--- config.mk ---
export PLATFORM = sky130hd
export DESIGN_NAME = swd_xfer_engine
export DESIGN_NICKNAME = d
export VERILOG_FILES = /design/src/rtl/swd_xfer_pkg.sv /design/src/rtl/swd_bit_timer.sv /design/src/rtl/swd_xfer_fsm.sv /design/src/rtl/swd_line_drv.sv /design/src/rtl/swd_xfer_engine.sv
export SDC_FILE = /design/constraint.sdc
export NUM_CORES = 1
export LEC_CHECK = 0
export ABC_AREA = 1
export BUFFER_PORTS_ARGS = -buffer_cell sky130_fd_sc_hd__buf_2
export CORE_ASPECT_RATIO = 2
export CORE_MARGIN = 3
export CORE_UTILIZATION = 50
export CTS_BUF_LIST = sky130_fd_sc_hd__clkbuf_4 sky130_fd_sc_hd__clkbuf_8
export DETAILED_ROUTE_END_ITERATION = 8
export GPL_ROUTABILITY_DRIVEN = 1
export GPL_TIMING_DRIVEN = 0
export PLACE_DENSITY = 0.7
export SYNTH_ARGS = -nofsm -noshare
export SYNTH_HDL_FRONTEND = slang
export SYNTH_SLANG_ARGS = --single-unit
--- constraint.sdc ---
create_clock -name clk -period 2.5 [get_ports clk]
set_clock_uncertainty 0.1 [all_clocks]
set_input_delay 0.5 -clock clk [delete_from_list [all_inputs] [get_ports clk]]
set_output_delay 0.5 -clock clk [all_outputs]
set_load 0.02 [all_outputs]
--- src/rtl/swd_xfer_pkg.sv ---
package swd_xfer_pkg;

   localparam int DATA_W = 32;
   localparam int RES_W  = 4;

   localparam logic [2:0] ACK_OK    = 3'b001;
   localparam logic [2:0] ACK_WAIT  = 3'b010;
   localparam logic [2:0] ACK_FAULT = 3'b100;

   localparam logic [RES_W-1:0] RES_PAR_ERR = 4'b1000;

   typedef enum logic [3:0] {
      ST_IDLE,
      ST_REQ,
      ST_TRN_REQ,
      ST_ACK,
      ST_RDATA,
      ST_TRN_RD,
      ST_TRN_WR,
      ST_WDATA,
      ST_IDLE_CYC,
      ST_DUMMY_RD,
      ST_TRN_ERR,
      ST_DUMMY_WR,
      ST_PROT
   } seq_st_e;

   // {output enable, level} for the bit slot that belongs to a state
   function automatic logic [1:0] slot_drive(seq_st_e st, logic sh0);
      case (st)
         ST_REQ, ST_WDATA:          return {1'b1, sh0};
         ST_IDLE_CYC, ST_DUMMY_WR:  return 2'b10;
         ST_IDLE:                   return 2'b11;
         default:                   return 2'b01;
      endcase
   endfunction

endpackage

--- src/rtl/swd_bit_timer.sv ---
module swd_bit_timer #(
   parameter int DIV_W = 8
) (
   input  logic             clk,
   input  logic             rst_n,
   input  logic             go,
   input  logic             run,
   input  logic [DIV_W-1:0] half_period,
   output logic             swclk,
   output logic             rise_stb,
   output logic             fall_stb
);

   logic [DIV_W-1:0] cnt_q;
   logic [DIV_W-1:0] hp_q;
   logic             clk_q;
   logic             at_end;

   assign at_end   = run && (cnt_q == hp_q);
   assign rise_stb = at_end && !clk_q;
   assign fall_stb = at_end && clk_q;
   assign swclk    = clk_q;

   always_ff @(posedge clk or negedge rst_n) begin
      if (!rst_n) begin
         cnt_q <= '0;
         hp_q  <= '0;
         clk_q <= 1'b1;
      end else if (go) begin
         cnt_q <= '0;
         hp_q  <= half_period;
         clk_q <= 1'b0;
      end else if (at_end) begin
         cnt_q <= '0;
         clk_q <= ~clk_q;
      end else if (run) begin
         cnt_q <= cnt_q + DIV_W'(1);
      end else begin
         cnt_q <= '0;
         clk_q <= 1'b1;
      end
   end

endmodule

--- src/rtl/swd_xfer_fsm.sv ---
module swd_xfer_fsm
   import swd_xfer_pkg::*;
#(
   parameter int TRN_W  = 2,
   parameter int IDLE_W = 8
) (
   input  logic              clk,
   input  logic              rst_n,
   input  logic              start,
   input  logic              req_apndp,
   input  logic              req_rnw,
   input  logic              req_a2,
   input  logic              req_a3,
   input  logic [DATA_W-1:0] wdata,
   input  logic [TRN_W-1:0]  trn_len,
   input  logic              data_phase,
   input  logic [IDLE_W-1:0] idle_cnt,
   input  logic              swdio_i,
   input  logic              rise_stb,
   output logic              go,
   output logic              busy,
   output logic              finish,
   output seq_st_e           st,
   output logic              sh0,
   output logic              done,
   output logic [RES_W-1:0]  ack,
   output logic [DATA_W-1:0] rdata
);

   localparam int CNT_W = (IDLE_W > 6) ? IDLE_W : 6;
   localparam int SH_W  = DATA_W + 1;

   seq_st_e           st_q, st_n;
   logic [CNT_W-1:0]  left_q, left_n;
   logic [SH_W-1:0]   sh_q, rd_new;
   logic [2:0]        ack_q, ack_new;
   logic [DATA_W-1:0] wdata_q, rdata_q;
   logic [TRN_W-1:0]  trn_q;
   logic [IDLE_W-1:0] idle_q;
   logic              rnw_q, dp_q, perr_q;
   logic [RES_W-1:0]  res_q;
   logic              done_q;
   logic [CNT_W-1:0]  trn_left;
   logic              pad_err;

   assign go       = start && (st_q == ST_IDLE);
   assign busy     = (st_q != ST_IDLE);
   assign finish   = rise_stb && (st_n == ST_IDLE);
   assign st       = st_q;
   assign sh0      = sh_q[0];
   assign done     = done_q;
   assign ack      = res_q;
   assign rdata    = rdata_q;
   assign ack_new  = {swdio_i, ack_q[2:1]};
   assign rd_new   = {swdio_i, sh_q[SH_W-1:1]};
   assign trn_left = CNT_W'(trn_q);
   assign pad_err  = dp_q && rnw_q;

   always_comb begin
      st_n   = st_q;
      left_n = left_q - CNT_W'(1);
      if (left_q == '0) begin
         case (st_q)
            ST_REQ: begin
               st_n = ST_TRN_REQ;   left_n = trn_left;
            end
            ST_TRN_REQ: begin
               st_n = ST_ACK;       left_n = CNT_W'(2);
            end
            ST_ACK: begin
               if (ack_new == ACK_OK) begin
                  st_n   = rnw_q ? ST_RDATA : ST_TRN_WR;
                  left_n = rnw_q ? CNT_W'(DATA_W) : trn_left;
               end else if (ack_new == ACK_WAIT || ack_new == ACK_FAULT) begin
                  st_n   = pad_err ? ST_DUMMY_RD : ST_TRN_ERR;
                  left_n = pad_err ? CNT_W'(DATA_W) : trn_left;
               end else begin
                  st_n   = ST_PROT;
                  left_n = trn_left + CNT_W'(DATA_W + 1);
               end
            end
            ST_RDATA: begin
               st_n = ST_TRN_RD;    left_n = trn_left;
            end
            ST_TRN_WR: begin
               st_n = ST_WDATA;     left_n = CNT_W'(DATA_W);
            end
            ST_TRN_RD, ST_WDATA: begin
               st_n   = (idle_q != '0) ? ST_IDLE_CYC : ST_IDLE;
               left_n = CNT_W'(idle_q) - CNT_W'(1);
            end
            ST_DUMMY_RD: begin
               st_n = ST_TRN_ERR;   left_n = trn_left;
            end
            ST_TRN_ERR: begin
               st_n   = pad_err ? ST_DUMMY_WR : ST_IDLE;
               left_n = CNT_W'(DATA_W);
            end
            default: begin
               st_n = ST_IDLE;      left_n = '0;
            end
         endcase
      end
   end

   always_ff @(posedge clk or negedge rst_n) begin
      if (!rst_n) begin
         st_q    <= ST_IDLE;
         left_q  <= '0;
         sh_q    <= '0;
         ack_q   <= '0;
         wdata_q <= '0;
         rdata_q <= '0;
         trn_q   <= '0;
         idle_q  <= '0;
         rnw_q   <= 1'b0;
         dp_q    <= 1'b0;
         perr_q  <= 1'b0;
         res_q   <= '0;
      end else if (go) begin
         st_q    <= ST_REQ;
         left_q  <= CNT_W'(7);
         sh_q    <= {{(SH_W-8){1'b0}}, 1'b1, 1'b0,
                     req_apndp ^ req_rnw ^ req_a2 ^ req_a3,
                     req_a3, req_a2, req_rnw, req_apndp, 1'b1};
         ack_q   <= '0;
         wdata_q <= wdata;
         trn_q   <= trn_len;
         idle_q  <= idle_cnt;
         rnw_q   <= req_rnw;
         dp_q    <= data_phase;
         perr_q  <= 1'b0;
      end else if (rise_stb) begin
         st_q   <= st_n;
         left_q <= left_n;
         case (st_q)
            ST_REQ, ST_WDATA: sh_q <= sh_q >> 1;
            ST_ACK: begin
               ack_q <= ack_new;
               if (left_q == '0 && ack_new == ACK_OK && !rnw_q)
                  sh_q <= {^wdata_q, wdata_q};
            end
            ST_RDATA: begin
               sh_q <= rd_new;
               if (left_q == '0) begin
                  rdata_q <= rd_new[DATA_W-1:0];
                  perr_q  <= rd_new[DATA_W] ^ (^rd_new[DATA_W-1:0]);
               end
            end
            default: ;
         endcase
         if (st_n == ST_IDLE) begin
            if (ack_q == ACK_OK && rnw_q && perr_q)
               res_q <= RES_PAR_ERR;
            else
               res_q <= {1'b0, ack_q};
         end
      end
   end

   always_ff @(posedge clk or negedge rst_n) begin
      if (!rst_n) done_q <= 1'b0;
      else        done_q <= finish;
   end

endmodule

--- src/rtl/swd_line_drv.sv ---
module swd_line_drv
   import swd_xfer_pkg::*;
(
   input  logic    clk,
   input  logic    rst_n,
   input  logic    go,
   input  logic    fall_stb,
   input  logic    finish,
   input  seq_st_e st,
   input  logic    sh0,
   output logic    swdio_o,
   output logic    swdio_oe
);

   logic [1:0] drv;
   logic       out_q, oe_q;

   assign drv      = slot_drive(st, sh0);
   assign swdio_o  = out_q;
   assign swdio_oe = oe_q;

   always_ff @(posedge clk or negedge rst_n) begin
      if (!rst_n) begin
         out_q <= 1'b1;
         oe_q  <= 1'b1;
      end else if (go || finish) begin
         // start bit, or the parked-high line after the last bit
         out_q <= 1'b1;
         oe_q  <= 1'b1;
      end else if (fall_stb) begin
         oe_q  <= drv[1];
         out_q <= drv[0];
      end
   end

endmodule

--- src/rtl/swd_xfer_engine.sv ---
module swd_xfer_engine
   import swd_xfer_pkg::*;
#(
   parameter int DIV_W  = 8,
   parameter int TRN_W  = 2,
   parameter int IDLE_W = 8
) (
   input  logic              clk,
   input  logic              rst_n,
   input  logic              start,
   input  logic              req_apndp,
   input  logic              req_rnw,
   input  logic              req_a2,
   input  logic              req_a3,
   input  logic [31:0]       wdata,
   input  logic [TRN_W-1:0]  trn_len,
   input  logic              data_phase,
   input  logic [IDLE_W-1:0] idle_cnt,
   input  logic [DIV_W-1:0]  half_period,
   input  logic              swdio_i,
   output logic              swclk,
   output logic              swdio_o,
   output logic              swdio_oe,
   output logic              busy,
   output logic              done,
   output logic [3:0]        ack,
   output logic [31:0]       rdata
);

   generate
      if (DIV_W < 1 || DIV_W > 16) begin : g_bad_div
         $error("DIV_W must lie in 1..16");
      end
      if (TRN_W < 1 || TRN_W > 4) begin : g_bad_trn
         $error("TRN_W must lie in 1..4");
      end
      if (IDLE_W < 1 || IDLE_W > 16) begin : g_bad_idle
         $error("IDLE_W must lie in 1..16");
      end
   endgenerate

   logic    go, run, finish, rise_stb, fall_stb, sh0;
   seq_st_e st;

   assign run = busy;

   swd_bit_timer #(.DIV_W(DIV_W)) u_timer (
      .clk         (clk),
      .rst_n       (rst_n),
      .go          (go),
      .run         (run),
      .half_period (half_period),
      .swclk       (swclk),
      .rise_stb    (rise_stb),
      .fall_stb    (fall_stb)
   );

   swd_xfer_fsm #(.TRN_W(TRN_W), .IDLE_W(IDLE_W)) u_fsm (
      .clk        (clk),
      .rst_n      (rst_n),
      .start      (start),
      .req_apndp  (req_apndp),
      .req_rnw    (req_rnw),
      .req_a2     (req_a2),
      .req_a3     (req_a3),
      .wdata      (wdata),
      .trn_len    (trn_len),
      .data_phase (data_phase),
      .idle_cnt   (idle_cnt),
      .swdio_i    (swdio_i),
      .rise_stb   (rise_stb),
      .go         (go),
      .busy       (busy),
      .finish     (finish),
      .st         (st),
      .sh0        (sh0),
      .done       (done),
      .ack        (ack),
      .rdata      (rdata)
   );

   swd_line_drv u_drv (
      .clk      (clk),
      .rst_n    (rst_n),
      .go       (go),
      .fall_stb (fall_stb),
      .finish   (finish),
      .st       (st),
      .sh0      (sh0),
      .swdio_o  (swdio_o),
      .swdio_oe (swdio_oe)
   );

endmodule

==> results of run 1 <==
final cells by class:
class                      count  area (um2)
buffer                        36       242.7
clock buffer                  19       255.2
clock inverter                13       135.1
fill                        1611        6761
inverter                     130       488.0
multi-input combinational    823        3941
sequential                   149        3732
tap                          204       255.2
timing repair buffer         101       539.3
synth_stat cells (2+ instances only):
library cell / number / share of area
nand4_1: 2 / 0.0015
o211ai_1: 2 / 0.0018
nor2_4: 4 / 0.0054
xnor2_1: 20 / 0.021
buf_6: 10 / 0.013
nand3_1: 30 / 0.018
ha_1: 6 / 0.0089
o21ai_0: 80 / 0.048
o22ai_1: 31 / 0.023
xor2_1: 25 / 0.026
o31ai_1: 2 / 0.0018
nand2_2: 9 / 0.0067
inv_2: 6 / 0.0027
nand3_2: 2 / 0.0024
nor2_2: 2 / 0.0015
o21a_1: 3 / 0.0027
nand2_1: 462 / 0.21
nand2_4: 4 / 0.0054
o21ai_1: 19 / 0.011
nand3b_1: 3 / 0.0027
nor2_1: 58 / 0.026
a21oi_1: 17 / 0.010
dfstp_2: 3 / 0.0094
nor3_1: 10 / 0.0060
a31oi_1: 3 / 0.0022
buf_4: 6 / 0.0054
o21ai_2: 23 / 0.024
buf_2: 8 / 0.0048
clkbuf_1: 12 / 0.0054
inv_1: 123 / 0.055
dfrtp_1: 146 / 0.43
worst max-delay path: cells and delay by family, from the launching register on:
family,cells,cell delay [ns]
AOI/OAI and AO/OA,1,0.18
and+or+nand+nor,3,0.58
DFF,1,0.44
buffers and inverters,3,0.80
routing by layer:
metal / part of all wire / global-route usage
met1: 0.37 / 0.2469
met2: 0.57 / 0.4590
met3: 0.035 / 0.03245
met4: 0.031 / 0.1136
met5: 0 / 0
path summary, 6_finish.rpt:
path / end / depth (start not counted)
hold reg to reg: u_fsm.rdata[12] / 2
hold / removal: u_fsm.trn_q[0] / 3
setup reg to reg: u_fsm.wdata_q[17] / 7
setup / recovery: u_fsm.wdata_q[17] / 7
max in group asynchronous: u_fsm.sh_q[8] / 3
min in group asynchronous: u_fsm.rdata[18] / 2
cell families (layout without fill, tap and decap cells):
group,after synthesis,in the layout,synth area share
and+or+nand+nor,588,588,0.2846
AOI/OAI and AO/OA,184,184,0.1285
buffers and inverters,166,299,0.08694
DFF,149,149,0.4441
xor gates and xnor gates,45,45,0.04690
adders and majority gates,6,6,0.008932
through the flow:
step	utilization	TNS, ns	area (um2)	hold WS, ns	std cells
after floorplan	-	0	8404	0.1044	1138
after global placement	0.5599	-207.65	9155	0.3598	1441
after detailed placement	0.5620	0	9189	0.3644	1442
after CTS	0.5865	0	9589	0.1079	1475
after global routing	0.5865	0	9589	0.1132	1475
final	0.5865	0	9589	0.1178	1475
sequential cells by signal (all words and copies together), names as in the netlist:
register / flops
u_fsm.dp_q: 1
u_fsm.ack: 4
u_timer.swclk: 1
u_fsm.rdata: 32
u_drv.swdio_oe: 1
u_fsm.ack_q: 3
u_fsm.trn_q: 2
u_fsm.wdata_q: 32
u_fsm.left_q: 8
u_fsm.idle_q: 8
u_fsm.done: 1
u_fsm.st: 4
u_fsm.perr_q: 1
u_timer.cnt_q: 8
u_drv.swdio_o: 1
u_fsm.rnw_q: 1
u_timer.hp_q: 8
u_fsm.sh_q: 33
report_power, final:
group          switching (mW)  internal (mW)  leakage [nW]
clock                   0.970          0.919         0.199
combinational          0.0787         0.0472          3.33
sequential            0.00109           2.41          1.73
==> impl_results.md, run 1 <==
- Outcome: finished, final reports clean
- Pwr Total: 4.424 mW
- Type of the worst min-delay path: input port to register
- Shortest clock period the worst path allows after layout: 2.251 ns
- Tcrit/Tclk final: 0.9003
- Delay of the slowest cell on the worst path: 0.54 ns
- Most frequent standard cell in the layout excluding fill and tap cells: nand2_1
- Total of flip-flops plus latches after synthesis: 149
- Largest net degree at the start of global routing: 82
- Vias in the first global route: 7,461
- Detailed-route wire length per cell: 14.36 um
- Die Outline Area: 18,490 um2
- Maxcap violations: 0
- Placed wire-length estimate after detailed placement: 16.31 mm
- Highest Clock Rate: 444.3 MHz
- Post-cts repair resize count: 0
- Share of synthesized flip-flops with an asynchronous set or reset: 1.000
- Setup repair after global routing missed its margin: no
- Launch instance of the worst min-delay path: trn_len[0]
- Relative slew slack: 0.5602
- Effective utilization at floorplan: 0.5140
- Clock-pin slew of the registers on the worst-case setup and hold paths: 0.08 ns
- # DRC: 0
- Placer's final routability congestion estimate: 0.9397
- Worst setup EP type: register
- Static power due to leakage: 5.250 nW
- Top library cells by usage in the layout, fill and taps aside: 462 x nand2_1, 146 x dfrtp_1, 123 x inv_1, 106 x buf_2, 80 x o21ai_0
- Worst Max-Slew Pin Slew: 0.6597 ns
- Clock tree from TritonCTS: yes
- Final hold vios: 0
- Number of different library cells in the post-synthesis netlist: 38
- Global-route wire length before repair: 34.96 mm
- Signed area change from the synthesized netlist to the final layout: 14.10%
- Worst vdd ir: 0.0003175 V
- Syn Nets: 1,203
- Number of buffers inserted for hold repair after clock tree synthesis: 1
- Mean number of vias per cell: 5.062
- Most frequently used flop master after synthesis: dfrtp_1
- Worst path arrival time: 2.47 ns
- Final number of setup-violating endpoints: 0
- IO Pins: 100
- Antenna violations before repair: 0
- CTS max path bufs: 2
- Syn avg cell area: 7.385 um2
- Critical path cell sequence: nor2_1 -> inv_2 -> nor2_2 -> nand2_2 -> clkinv_1 -> clkbuf_1 -> o21ai_0
- CTS Sinks: 149
- Warnings from Yosys: 0
- Post-CTS Setup Bufs: 0
- Worst setup path start: u_fsm.st[0]
- Sequential area share after synthesis: 0.4441
- Global Route Usage Sum: 0.2377
- Share of cells above drive strength 1: 0.1668
- Row cnt: 66
- Core Box Area: 16,350 um2
- Power per standard cell area: 461.4 nW/um2
- Antenna Nets Post-Route: 0
- Sort of element at the start of the critical path: register
- Worst setup slack after layout: 0.2494 ns
- Horizontal die dimension: 97.68 um
- Critical path's slowest cell: clkbuf_1
- Final Max Slew Viols: 0
- Cell chosen for the clock root: clkbuf_8
- Reg-to-reg startpoint: u_fsm.st[0]
- Iteration-0 DRC count of the detailed router: 321
- Net count, final: 1,323
- TritonCTS buffer count: 17
- Minimum setup slack after placement: 0.3106 ns
- Worst Path Class, Setup: register to register
- Routed wire length: 21.19 mm
- Number of port buffers: 99
- Clock Latency Late Sink: 0.47 ns
- Cell area after technology mapping: 8404 um2
- DIE HEIGHT: 189.4 um
- Flop2flop setup slack: 0.25 ns
- Gr ovfl total: 0
- Required arrival time at the worst endpoint: 2.72 ns
- Number of enable flip-flop cells after synthesis: 0
- Post-Synthesis Cells: 1,138
- Via count: 7,466
- DRT Pass-1 Iters: 5
- Depth of the CTS H-tree: 4
- Maximum net fanout on the critical path: 10
- Number of diodes added for antenna fixing: 0
Power figures use the tool's default switching activity.
==> inputs of run 2 (changes only) <==
--- a/config.mk
+++ b/config.mk
@@ -15,6 +15,8 @@
 export GPL_ROUTABILITY_DRIVEN = 1
 export GPL_TIMING_DRIVEN = 0
 export PLACE_DENSITY = 0.7
+export RECOVER_POWER = 25
+export SKIP_CTS_REPAIR_TIMING = 1
 export SYNTH_ARGS = -nofsm -noshare
 export SYNTH_HDL_FRONTEND = slang
 export SYNTH_SLANG_ARGS = --single-unit
==> run 2 against run 1 <==
Against the previous run:
- maximum frequency is essentially flat
- core utilization is essentially flat
- clock-buffer cell count unchanged
- sequential power about the same
- wire length about the same
- highest routed layer unchanged
==> impl_results.md, run 2 (synthesized netlist as in run 1, its figures left out) <==
- Hold slack: 0.1179 ns (was 0.1178 ns)
- Highest Clock Rate: 444.3 MHz (about the same)
- Most frequent standard cell in the layout excluding fill and tap cells: nand2_1 (unchanged)
- Final number of setup-violating endpoints: 0 (unchanged)
- Switching Share: 0.2372 (about the same)
- Clock tree from TritonCTS: yes (unchanged)
- TritonCTS buffer count: 17 (unchanged)
- Routed wire length: 21.19 mm (about the same)
- Min-Delay Path Depth: 3 (unchanged)
- Via count: 7,468 (was 7,466)
- Shortest clock period the worst path allows after layout: 2.251 ns (about the same)
- Number of port buffers: 99 (unchanged)
- Sort of element at the start of the critical path: register (unchanged)
- Worst Hold Endpoint: u_fsm.trn_q[0] (unchanged)
- Share of cells above drive strength 1: 0.1629 (was 0.1668)
- Comb power frac: 0.028 (about the same)
- Filler cells: 1,614 (was 1,611)
- Maximum net fanout on the critical path: 10 (unchanged)
- Core Box Area: 16,350 um2 (unchanged)
- Critical path's slowest cell: clkbuf_1 (unchanged)
- DIE HEIGHT: 189.4 um (unchanged)
- Iteration-0 DRC count of the detailed router: 319 (was 321)
- Worst vdd ir: 0.0003174 V (was 0.0003175 V)
- Global-route wire length before repair: 34.93 mm (was 34.96 mm)
- Outcome: finished, final reports clean (unchanged)
- Worst path arrival time: 2.47 ns (about the same)
- Final Max Slew Viols: 0 (unchanged)
- Tcrit/Tclk final: 0.9002 (was 0.9003)
- Top library cells by usage in the layout, fill and taps aside: 462 x nand2_1, 146 x dfrtp_1, 123 x inv_1, 101 x buf_2, 80 x o21ai_0 (was 462 x nand2_1, 146 x dfrtp_1, 123 x inv_1, 106 x buf_2, 80 x o21ai_0)
- Critical path cell sequence: nor2_1 -> inv_2 -> nor2_2 -> nand2_2 -> clkinv_1 -> clkbuf_1 -> o21ai_0 (unchanged)
- Worst setup EP type: register (unchanged)
- Effective utilization at floorplan: 0.5140 (unchanged)
- Delay of the slowest cell on the worst path: 0.54 ns (about the same)
- Row cnt: 66 (unchanged)
- Net count, final: 1,323 (unchanged)
- Number of placed instances with taps included: 1,442 (unchanged)
- IO Pins: 100 (unchanged)
- # DRC: 0 (unchanged)
- CTS Sinks: 149 (unchanged)
- Reg-to-reg startpoint: u_fsm.st[0] (unchanged)
- Max reg flops: 33 (unchanged)
- Gr ovfl total: 0 (unchanged)
- Type of the worst min-delay path: input port to register (unchanged)
- Internal power consumption: 3.375 mW (about the same)
- Final hold vios: 0 (unchanged)
- Part of the power in registers: 0.545 (about the same)
- Clock-pin slew of the registers on the worst-case setup and hold paths: 0.08 ns (about the same)
- Die Outline Area: 18,490 um2 (unchanged)
- Switching Power: 1.050 mW (about the same)
- Depth of the CTS H-tree: 4 (unchanged)
- Clock share of power: 0.427 (about the same)
- Vias in the first global route: 7,451 (was 7,461)
- Worst Path Class, Setup: register to register (unchanged)
- Minimum setup slack after placement: 0.3106 ns (unchanged)
- Power per standard cell area: 461.7 nW/um2 (was 461.4 nW/um2)
- Number of diodes added for antenna fixing: 0 (unchanged)
- Horizontal die dimension: 97.68 um (unchanged)
- Static power due to leakage: 5.231 nW (was 5.250 nW)
- Launch instance of the worst min-delay path: trn_len[0] (unchanged)
- Placer's final routability congestion estimate: 0.9397 (unchanged)
- Antenna violations before repair: 0 (unchanged)
- Clock Latency Late Sink: 0.47 ns (about the same)
- Placed wire-length estimate after detailed placement: 16.31 mm (unchanged)
- Largest net degree at the start of global routing: 82 (unchanged)
- Signed area change from the synthesized netlist to the final layout: 14.02% (was 14.10%)
- Global Route Usage Sum: 0.2375 (was 0.2377)
- Setup TNS Final: 0 ns (unchanged)
- Flop2flop setup slack: 0.25 ns (about the same)
- Maxcap violations: 0 (unchanged)
- Fin cells: 1,475 (unchanged)
- Top reg by flops: u_fsm.sh_q (unchanged)
- Cell chosen for the clock root: clkbuf_8 (unchanged)
- Reg-to-reg critical path endpoint: u_fsm.wdata_q[17] (unchanged)
- Required arrival time at the worst endpoint: 2.72 ns (about the same)
- Mean number of vias per cell: 5.063 (was 5.062)
- Count of cells along the worst register-to-register path: 7 (unchanged)
- Worst Max-Slew Pin Slew: 0.6596 ns (was 0.6597 ns)
- Detailed-route wire length per cell: 14.37 um (was 14.36 um)
- Relative slew slack: 0.5603 (was 0.5602)
- Antenna Nets Post-Route: 0 (unchanged)
- CTS max path bufs: 2 (unchanged)
- Worst setup slack after layout: 0.2495 ns (was 0.2494 ns)
- Setup repair after global routing missed its margin: no (unchanged)
- DRT Pass-1 Iters: 5 (unchanged)
run 2: per-stage QoR:
step / util / area, um2 / power [mW]
after floorplan: - / 8404 / 2.476
after global placement: 0.5599 / 9155 / 2.579
after detailed placement: 0.5620 / 9189 / 2.586
after CTS: 0.5859 / 9579 / 4.452
after global routing: 0.5861 / 9583 / 4.550
final: 0.5861 / 9583 / 4.424
run 2: layer usage:
layer	part of all wire	track usage	vias up	wire length, um
met4	0.031	0.1136	0	650
met3	0.035	0.03245	44	742
li1	-	-	3813	-
met1	0.37	0.2469	3454	7824
met2	0.57	0.4585	157	11970
met5	0	0	-	0
run 2: critical path, delay by kind of cell (launching register included):
| family | cells | cell delay, ns |
|---|---|---|
| AND/OR/NAND/NOR | 3 | 0.58 |
| AO/OA/AOI/OAI | 1 | 0.18 |
| buffers and inverters | 3 | 0.80 |
| flip-flops | 1 | 0.44 |
run 2: power groups by stage:
stage	sequential (mW)	combinational (mW)	clock, mW
after floorplan	2.46	0.0181	0
after global placement	2.46	0.121	0
after detailed placement	2.46	0.128	0
after CTS	2.41	0.128	1.91
after global routing	2.41	0.142	2.00
final	2.41	0.126	1.89
run 2: final cells by class:
class | instances | area (um2) | share of cell area
Sequential cell | 149 | 3732 | 0.3895
Clock inverter | 13 | 135.1 | 0.01410
Multi-Input combinational cell | 823 | 3941 | 0.4113
Inverter | 130 | 488.0 | 0.05092
Buffer | 36 | 242.7 | 0.02533
Clock buffer | 19 | 255.2 | 0.02664
Timing Repair Buffer | 101 | 533.0 | 0.05562
Tap cell | 204 | 255.2 | 0.02664
run 2: worst max path at each step:
stage,start,end,cells past startpoint
finish,u_fsm.st[0],u_fsm.wdata_q[17],7
global placement,rst_n,u_fsm.rdata[9],1
CTS,u_fsm.st[0],busy,5
global route,u_fsm.st[0],u_timer.hp_q[5],9
floorplan,u_timer.cnt_q[6],u_fsm.rdata[23],11
detailed placement,u_fsm.st[0],u_fsm.trn_q[1],7
